--- src/rtl/ccd3_pkg.sv ---
// Shared types for the three-phase clock generator.
// Assumes phase bit 0 is phase 1, bit 1 is phase 2, bit 2 is phase 3.
package ccd3_pkg;

    typedef enum logic [2:0] {
        ST_IDLE,
        ST_COLLECT,
        ST_OV12,
        ST_HOLD2,
        ST_OV23,
        ST_HOLD3,
        ST_OV31,
        ST_HOLD1
    } step_e;

    localparam logic [2:0] PAT_INTEG = 3'b011;

    // Successor of each step in one transfer cycle.
    function automatic step_e step_next(step_e s);
        case (s)
            ST_COLLECT: return ST_OV12;
            ST_OV12:    return ST_HOLD2;
            ST_HOLD2:   return ST_OV23;
            ST_OV23:    return ST_HOLD3;
            ST_HOLD3:   return ST_OV31;
            ST_OV31:    return ST_HOLD1;
            default:    return ST_IDLE;
        endcase
    endfunction

    // True for steps in which two adjacent phases are both high.
    function automatic logic step_is_overlap(step_e s);
        return (s == ST_OV12) || (s == ST_OV23) || (s == ST_OV31);
    endfunction

endpackage

--- src/rtl/ccd3_step_timer.sv ---
// Down-counter that times one step of the transfer cycle.
// A load of value v makes expire_o high on the v-th cycle after the load.
// A load of 0 behaves like a load of 1.
module ccd3_step_timer #(
    parameter int CW = 8
) (
    input  logic          clk,
    input  logic          rst_n,
    input  logic          load_i,
    input  logic [CW-1:0] load_val_i,
    output logic          expire_o
);
    logic [CW-1:0] cnt_q;

    // Counter: reload on request, otherwise count down to zero.
    always_ff @(posedge clk) begin
        if (!rst_n)
            cnt_q <= '0;
        else if (load_i)
            cnt_q <= (load_val_i == '0) ? '0 : load_val_i - 1'b1;
        else if (cnt_q != '0)
            cnt_q <= cnt_q - 1'b1;
    end

    // Expiry flag: this is the last cycle of the current step.
    always_comb expire_o = (cnt_q == '0);

endmodule

--- src/rtl/ccd3_phase_map.sv ---
// Maps a step of the transfer cycle to the three phase enables.
// Purely combinational. Each step differs from its neighbours in one bit.
module ccd3_phase_map
    import ccd3_pkg::*;
(
    input  step_e       step_i,
    output logic [2:0]  phase_o
);
    // Decode: settled steps have one phase high, overlap steps have two.
    always_comb begin
        case (step_i)
            ST_COLLECT: phase_o = 3'b001;
            ST_OV12:    phase_o = 3'b011;
            ST_HOLD2:   phase_o = 3'b010;
            ST_OV23:    phase_o = 3'b110;
            ST_HOLD3:   phase_o = 3'b100;
            ST_OV31:    phase_o = 3'b101;
            ST_HOLD1:   phase_o = 3'b001;
            default:    phase_o = PAT_INTEG;
        endcase
    end

endmodule

--- src/rtl/ccd3_phase_gen.sv ---
// Three-phase overlapping clock generator for one charge-coupled register.
// Idle holds the integration bias. Each request runs one make-before-break
// transfer cycle of 4*dwell + 3*overlap clocks and ends with a done pulse.
// Assumes dwell and overlap are stable at the start edge. They are captured
// there, so later changes have no effect on the running cycle.
module ccd3_phase_gen
    import ccd3_pkg::*;
#(
    parameter int CW = 8
) (
    input  logic          clk,
    input  logic          rst_n,
    input  logic          shift_req,
    input  logic [CW-1:0] dwell_cyc,
    input  logic [CW-1:0] ovl_cyc,
    output logic [2:0]    phase_o,
    output logic          done_o
);
    step_e         step_q;
    step_e         step_nx;
    logic          pend_q;
    logic          done_q;
    logic [CW-1:0] dwell_q;
    logic [CW-1:0] ovl_q;
    logic          go;
    logic          adv;
    logic          expire;
    logic          tmr_load;
    logic [CW-1:0] tmr_val;

    // Start/advance decisions and the length of the next step.
    always_comb begin
        step_nx  = step_next(step_q);
        go       = (step_q == ST_IDLE) && (shift_req || pend_q);
        adv      = (step_q != ST_IDLE) && expire;
        tmr_load = go || (adv && step_nx != ST_IDLE);
        if (go)
            tmr_val = dwell_cyc;
        else if (step_is_overlap(step_nx))
            tmr_val = ovl_q;
        else
            tmr_val = dwell_q;
    end

    // Step sequencer with capture of the timing settings at start.
    always_ff @(posedge clk) begin
        if (!rst_n) begin
            step_q  <= ST_IDLE;
            dwell_q <= '0;
            ovl_q   <= '0;
        end else if (go) begin
            step_q  <= ST_COLLECT;
            dwell_q <= dwell_cyc;
            ovl_q   <= ovl_cyc;
        end else if (adv) begin
            step_q  <= step_nx;
        end
    end

    // Pending request: set by a request during a cycle, cleared at start.
    always_ff @(posedge clk) begin
        if (!rst_n)
            pend_q <= 1'b0;
        else if (go)
            pend_q <= 1'b0;
        else if (step_q != ST_IDLE && shift_req)
            pend_q <= 1'b1;
    end

    // Done pulse: high in the first idle cycle after the final step.
    always_ff @(posedge clk) begin
        if (!rst_n)
            done_q <= 1'b0;
        else
            done_q <= adv && (step_nx == ST_IDLE);
    end

    always_comb done_o = done_q;

    ccd3_step_timer #(.CW(CW)) u_timer (
        .clk        (clk),
        .rst_n      (rst_n),
        .load_i     (tmr_load),
        .load_val_i (tmr_val),
        .expire_o   (expire)
    );

    ccd3_phase_map u_map (
        .step_i  (step_q),
        .phase_o (phase_o)
    );

endmodule

--- config.mk ---
export PLATFORM = sky130hd
export DESIGN_NAME = ccd3_phase_gen
export DESIGN_NICKNAME = d
export VERILOG_FILES = /design/src/rtl/ccd3_pkg.sv /design/src/rtl/ccd3_step_timer.sv /design/src/rtl/ccd3_phase_map.sv /design/src/rtl/ccd3_phase_gen.sv
export SDC_FILE = /design/constraint.sdc
export NUM_CORES = 1
export LEC_CHECK = 0
export BUFFER_PORTS_ARGS = -buffer_cell sky130_fd_sc_hd__buf_2
export CORE_MARGIN = 2
export CORE_UTILIZATION = 52
export CTS_BUF_LIST = sky130_fd_sc_hd__clkbuf_16
export DETAILED_ROUTE_END_ITERATION = 8
export GPL_TIMING_DRIVEN = 0
export PLACE_DENSITY = 0.82
export SETUP_SLACK_MARGIN = 0.05
export SLEW_MARGIN = 20
export SYNTH_ARGS = -nofsm -noshare
export SYNTH_HDL_FRONTEND = slang
export SYNTH_SLANG_ARGS = --single-unit
--- constraint.sdc ---
create_clock -name clk -period 2.7 [get_ports clk]
set_input_delay 0.405 -clock clk [delete_from_list [all_inputs] [get_ports clk]]
set_output_delay 0.405 -clock clk [all_outputs]
set_load 0.1 [all_outputs]
==> impl_metrics.toml, run 1 <==
[timing]
fin_skew_ns = 0.00449
whs_ns = 0.377
finalHoldViolCount = 0
worstMarginPinSlew_ns = 0.949
max_slew_margin = 0.365
min_period_ns = 2.59
tns_ns = 0
setup_viol = 0
timing.final.ws_setup_ns = 0.113
fin_crit_sh = 0.958
slew_viol_final = 0
max_freq_mhz = 387

[worst_setup_path]
cp.arrival_ns = 2.76
worstPathCellList = "inv_2, ha_4, or4b_4, buf_8, o2111ai_4, o311ai_4, nor3_4, nand4_1, a22oi_1, nor2b_1"
worst_path_dominant_cell_family = "simple AND/OR/NAND/NOR gates"
slowest_delay_ns = 0.54
critPathKind = "reg -> reg"
cp.required_ns = 2.87
worstPathMaxFanout = 7
start_kind = "flop"
critical_path_buf_inv_count = 2
cp_slowest_cell = "or4b_4"
end_kind = "flop"

[floorplanning]
die_h_um = 62.8
coreArea_um2 = 3340
dieWidth_um = 62.8
start_util = 0.540
fp.dieArea_um2 = 3950
row_count = 21
io_pins = 23

[global_routing]
grt_pass1_wl_um = 7470
grt_pass1_vias = 1740
grtUsageTotal = 0.239
antenna_found_initial = 0
grt_max_degree = 11
grt_overflow = 0

[route]
dr.first_iter.drc_count = 73
vias_per_cell = 5.88
dr_total_vias = 1839
drc = 0
dr.pass1.iters = 4
route.final.wire_length_um = 4900
ant_nets = 0
wire_per_inst_um = 15.7

[cts]
cts_buffers = 5
tritoncts = "yes"
cts.htree.levels = 2
clock-sinks = 29
root_buffer = "clkbuf_16"
clock_path_buffers = 2
clk_latency_ns = 0.28
path_clk_slew_ns = 0.05
cts_hold_buf = 0

[placement]
pre_cts_slack_ns = -0.167
dpl.hpwl_um = 3030
gp_congestion = 0.914
io_buffers = 22

[synthesis]
synth_cells = 234
yosys_most_used_dff = "dfxtp_1"
synth_cell_type_count = 43
ys_top_cells_by_count = "39 x nand2_1, 29 x dfxtp_1, 23 x nor2_1, 17 x a21boi_0, 15 x nor3_1"
synthTopCellsByArea = "dfxtp_1 32%, nand2_1 8.1%, a21boi_0 7.1%"
synth_nets = 260
yosysMostFrequentCell = "nand2_1"
synth_top_area_cell = "dfxtp_1"
synth_edf_count = 0
syn_area_per_cell_um2 = 7.69
synth_warnings = 0
syn-cell-area_um2 = 1800
ys_seq_area_frac = 0.322
async_reset_ff_frac = 0
ys_ff_latch = 29
synth_top_area_frac = 0.322

[pwr]
pwr-share-seq = 0.281
power_frac_clock = 0.249
power_density_nw_per_um2 = 895
totalPowerFinal_mw = 2.09
leakage_nw = 0.882
vdd.ir_drop.worst_v = 0.000542
p_int_mw = 1.23
comb_power_share = 0.471
swShare = 0.410
switchingPower_uw = 856

[cells_and_area]
fin_nets = 292
fill_cells = 246
drive_gt1_frac = 0.258
diodes = 0
syn_to_final_growth_pct = 29.7

[job]
maxCapViolations = 0

[worst_hold_path]
hp-class = "in -> reg"

[outcome]
outcome = "complete, no violations"
-- metal layers --
| layer | vias to the layer above | share of wire | GRT usage |
|---|---|---|---|
| li1 | 884 | - | - |
| met3 | 13 | 0.048 | 0.0703 |
| met2 | 58 | 0.50 | 0.422 |
| met1 | 884 | 0.42 | 0.261 |
| met5 | - | 0 | 0 |
| met4 | 0 | 0.024 | 0.117 |
-- worst paths after layout --
kind | start | end | slack, ns | cells after the start
min reg2reg | ovl_q[5]$_SDFFE_PN0P_ | ovl_q[5]$_SDFFE_PN0P_ | 0.46 | 2
max reg2reg | step_q[1]$_SDFFE_PP0P_ | u_timer.cnt_q[1]$_SDFFE_PN0P_ | 0.11 | 10
min | ovl_cyc[4] | ovl_q[4]$_SDFFE_PN0P_ | 0.38 | 3
max | step_q[1]$_SDFFE_PP0P_ | u_timer.cnt_q[1]$_SDFFE_PN0P_ | 0.11 | 10
-- layout by cell type (no fill, tap or decap), types with 3 or more instances in the layout --
cell        n
clkbuf_1    7
a21oi_1     4
dfxtp_1    27
inv_2       4
buf_2      23
a21boi_0   17
nor2b_1     3
xor2_1      6
buf_4       3
nand2_1    39
nand3_1    11
inv_1       4
xnor2_1     5
clkbuf_16   5
o21ai_0     9
ha_1        3
nand3_2     5
a31oi_4     4
or3_1       3
nor3_1     14
nor2_1     23
ha_4        3
-- per-stage QoR --
| step | instances | utilization | cell area, um2 |
|---|---|---|---|
| 6_report | 313 | 0.700 | 2330 |
| 5_1_grt | 313 | 0.700 | 2330 |
| 4_1_cts | 311 | 0.654 | 2180 |
| 3_5_place_dp | 302 | 0.591 | 1970 |
| 3_3_place_gp | 302 | 0.591 | 1970 |
| 2_1_floorplan | 234 | - | 1800 |
-- sequential cells by signal, summed over array words and instances (netlist names) --
register       cells
dwell_q            8
done_o             1
ovl_q              8
step_q             3
u_timer.cnt_q      8
pend_q             1
-- power by group through the flow --
| stage | Combinational [mW] | Sequential, mW | Clock (mW) |
|---|---|---|---|
| after global routing | 1.08 | 0.594 | 0.544 |
| after global placement | 0.809 | 0.581 | 0 |
| final | 0.983 | 0.587 | 0.519 |
| after detailed placement | 0.824 | 0.585 | 0 |
| after CTS | 0.884 | 0.578 | 0.519 |
| after floorplan | 0.653 | 0.581 | 0 |
-- kinds of logic after synthesis --
| group | synth area share |
|---|---|
| xor gates and xnor gates | 0.0535 |
| AOI/OAI and AO/OA | 0.207 |
| adders and majority gates | 0.0486 |
| DFF | 0.322 |
| and+or+nand+nor | 0.315 |
| buffers and inverters | 0.0473 |
| muxes | 0.00556 |
-- worst register-to-register path, stage by stage, from the launching register on --
cell	delay [ns]
dfxtp_4	0.37
inv_2	0.05
ha_4	0.26
or4b_4	0.54
buf_8	0.16
o2111ai_4	0.07
o311ai_4	0.16
nor3_4	0.26
nand4_1	0.28
a22oi_1	0.26
nor2b_1	0.06
-- layout make-up --
class / instances / area (um2) / share of cell area
inverter: 8 / 30.0 / 0.0129
clock inverter: 3 / 12.5 / 0.00536
buffer: 12 / 67.6 / 0.0289
multi-input combinational: 185 / 1320 / 0.566
timing repair buffer: 25 / 133 / 0.0568
sequential: 29 / 588 / 0.252
tap: 46 / 57.6 / 0.0247
clock buffer: 5 / 125 / 0.0536
-- timing repair --
action                                  in CTS  in global routing
gates resized for setup                     13                 31
pin swaps                                    2                  8
buffers inserted                             1                  2
endpoints found under the setup margin       8                  8
No activity file was read; power rests on OpenSTA's default activity.
==> run 2, diff against run 1 <==
--- a/config.mk
+++ b/config.mk
@@ -7,11 +7,11 @@
 export LEC_CHECK = 0
 export BUFFER_PORTS_ARGS = -buffer_cell sky130_fd_sc_hd__buf_2
 export CORE_MARGIN = 2
-export CORE_UTILIZATION = 52
+export CORE_UTILIZATION = 45
 export CTS_BUF_LIST = sky130_fd_sc_hd__clkbuf_16
 export DETAILED_ROUTE_END_ITERATION = 8
 export GPL_TIMING_DRIVEN = 0
-export PLACE_DENSITY = 0.82
+export PLACE_DENSITY = 0.73
 export SETUP_SLACK_MARGIN = 0.05
 export SLEW_MARGIN = 20
 export SYNTH_ARGS = -nofsm -noshare
==> run 2 against run 1 <==
  * Worst setup slack improved by 0.015 ns
  * Die area increased by 15%
  * Sequential cell count unchanged
  * Worst hold slack about the same
  * Clock power decreased by 4%
  * Non-clock buffer count increased by 4
  * Combinational power decreased by 5.1%
  * Critical endpoint unchanged
  * Largest cell class unchanged
  * Largest power group unchanged
==> impl_metrics.toml, run 2 (same netlist as run 1, synthesis figures left out) <==
[route]
ant_nets = 0
route.final.wire_length_um = 4440
dr.pass1.iters = 4
dr.first_iter.drc_count = 110
dr_total_vias = 1735
drc = 0
vias_per_cell = 5.46
wire_per_inst_um = 14.0

[pwr]
power_density_nw_per_um2 = 881
leakage_nw = 0.885
totalPowerFinal_mw = 2.02
vdd.ir_drop.worst_v = 0.000467

[timing]
timing.final.ws_setup_ns = 0.129
setup_viol = 0
max_slew_margin = 0.435
finalHoldViolCount = 0
worstMarginPinSlew_ns = 0.844
rsz0062_at_grt = "false"
max_freq_mhz = 389
slew_viol_final = 0
tns_ns = 0
fin_crit_sh = 0.952
whs_ns = 0.377
fin_skew_ns = 0.00349
min_period_ns = 2.57

[worst_setup_path]
cp.arrival_ns = 2.73
rr_worst_depth = 12
r2r_start = "step_q[0]$_SDFFE_PN0P_"
cp.required_ns = 2.86
critPathCapture = "u_timer.cnt_q[1]$_SDFFE_PN0P_"
r2r_end = "u_timer.cnt_q[1]$_SDFFE_PN0P_"
critPathKind = "reg -> reg"
rrSetupSlack_ns = 0.13
start_kind = "flop"
worstPathMaxFanout = 7
end_kind = "flop"
crit_start = "step_q[0]$_SDFFE_PN0P_"

[cells_and_area]
reg.largest.list = "dwell_q (8), ovl_q (8), u_timer.cnt_q (8)"
diodes = 0
fin_cells = 318
post-route-util = 0.611
final_common_cell = "nand2_1"
most-common-layout-cells = "39 x nand2_1, 27 x dfxtp_1, 23 x nor2_1, 23 x buf_2, 17 x a21boi_0"
fin_area_um2 = 2290
drive_gt1_frac = 0.248
syn_to_final_growth_pct = 27.1
fin_nets = 296

[floorplanning]
dieWidth_um = 67.3
die_h_um = 67.3
start_util = 0.481
row_count = 22
io_pins = 23
fp.dieArea_um2 = 4520
coreArea_um2 = 3740

[job]
maxCapViolations = 0

[global_routing]
grt_pass1_vias = 1567
grt_max_degree = 11
grtUsageTotal = 0.213
grt_overflow = 0
grt_pass1_wl_um = 7210
antenna_found_initial = 0

[cts]
cts_hold_buf = 0
path_clk_slew_ns = 0.05
clock-sinks = 29
cts.htree.levels = 2
tritoncts = "yes"
cts_buffers = 5
clock_path_buffers = 2
root_buffer = "clkbuf_16"
clk_latency_ns = 0.27

[placement]
gp_congestion = 0.880
dpl.hpwl_um = 3120
pre_cts_slack_ns = -0.110
io_buffers = 22
place_area_um2 = 1970
placed_cells = 304

[worst_hold_path]
hp-class = "in -> reg"
hp-start = "ovl_cyc[6]"

[outcome]
outcome = "complete, no violations"
[run 2: changes by cell type in the layout (fill, tap and decap cells not counted), sizes merged]
cell    delta
buf        +4
clkinv     -2
inv        +1
[run 2: cell type report]
| cell class | count | area [um2] |
|---|---|---|
| Timing Repair Buffer | 29 | 163 |
| Sequential cell | 29 | 586 |
| Multi-Input combinational cell | 185 | 1250 |
| Clock inverter | 2 | 7.51 |
| Clock buffer | 5 | 125 |
| Tap cell | 48 | 60.1 |
| Fill cell | 351 | 1460 |
| Buffer | 12 | 63.8 |
| Inverter | 8 | 30.0 |
[run 2: repair_timing]
action,in CTS,in global routing
setup buffers,1,6
setup endpoints to repair,8,8
resized for setup,9,24
pin swaps,3,9
[run 2: how the worst min path moves through the flow]
stage	endpoint	slack, ns	cells past startpoint
floorplan	ovl_q[2]$_SDFFE_PN0P_	0.44	2
global placement	dwell_q[3]$_SDFFE_PN0P_	0.45	2
detailed placement	dwell_q[7]$_SDFFE_PN0P_	0.46	2
CTS	ovl_q[6]$_SDFFE_PN0P_	0.38	3
global route	ovl_q[6]$_SDFFE_PN0P_	0.39	3
finish	ovl_q[6]$_SDFFE_PN0P_	0.38	3
[run 2: worst max-delay path, stage by stage, from the launching register on]
cell     delay, ns
dfxtp_4       0.36
inv_2         0.05
ha_2          0.18
buf_6         0.12
or4b_4        0.47
buf_6         0.15
nand3_1       0.10
a31oi_2       0.14
inv_2         0.13
ha_1          0.17
nand4_1       0.25
a22oi_1       0.26
nor2b_1       0.06
[run 2: where the power goes]
group / internal (mW) / switching, mW / total (mW)
Combinational: 0.372 / 0.561 / 0.933
Sequential: 0.518 / 0.0654 / 0.583
Clock: 0.327 / 0.173 / 0.500
Total: 1.22 / 0.800 / 2.02
[run 2: per-layer routing]
| layer | vias up | GRT usage | wire length [um] |
|---|---|---|---|
| li1 | 890 | - | - |
| met1 | 787 | 0.274 | 1960 |
| met2 | 48 | 0.345 | 2140 |
| met3 | 10 | 0.0550 | 231 |
| met4 | 0 | 0.0765 | 111 |
| met5 | - | 0 | 0 |
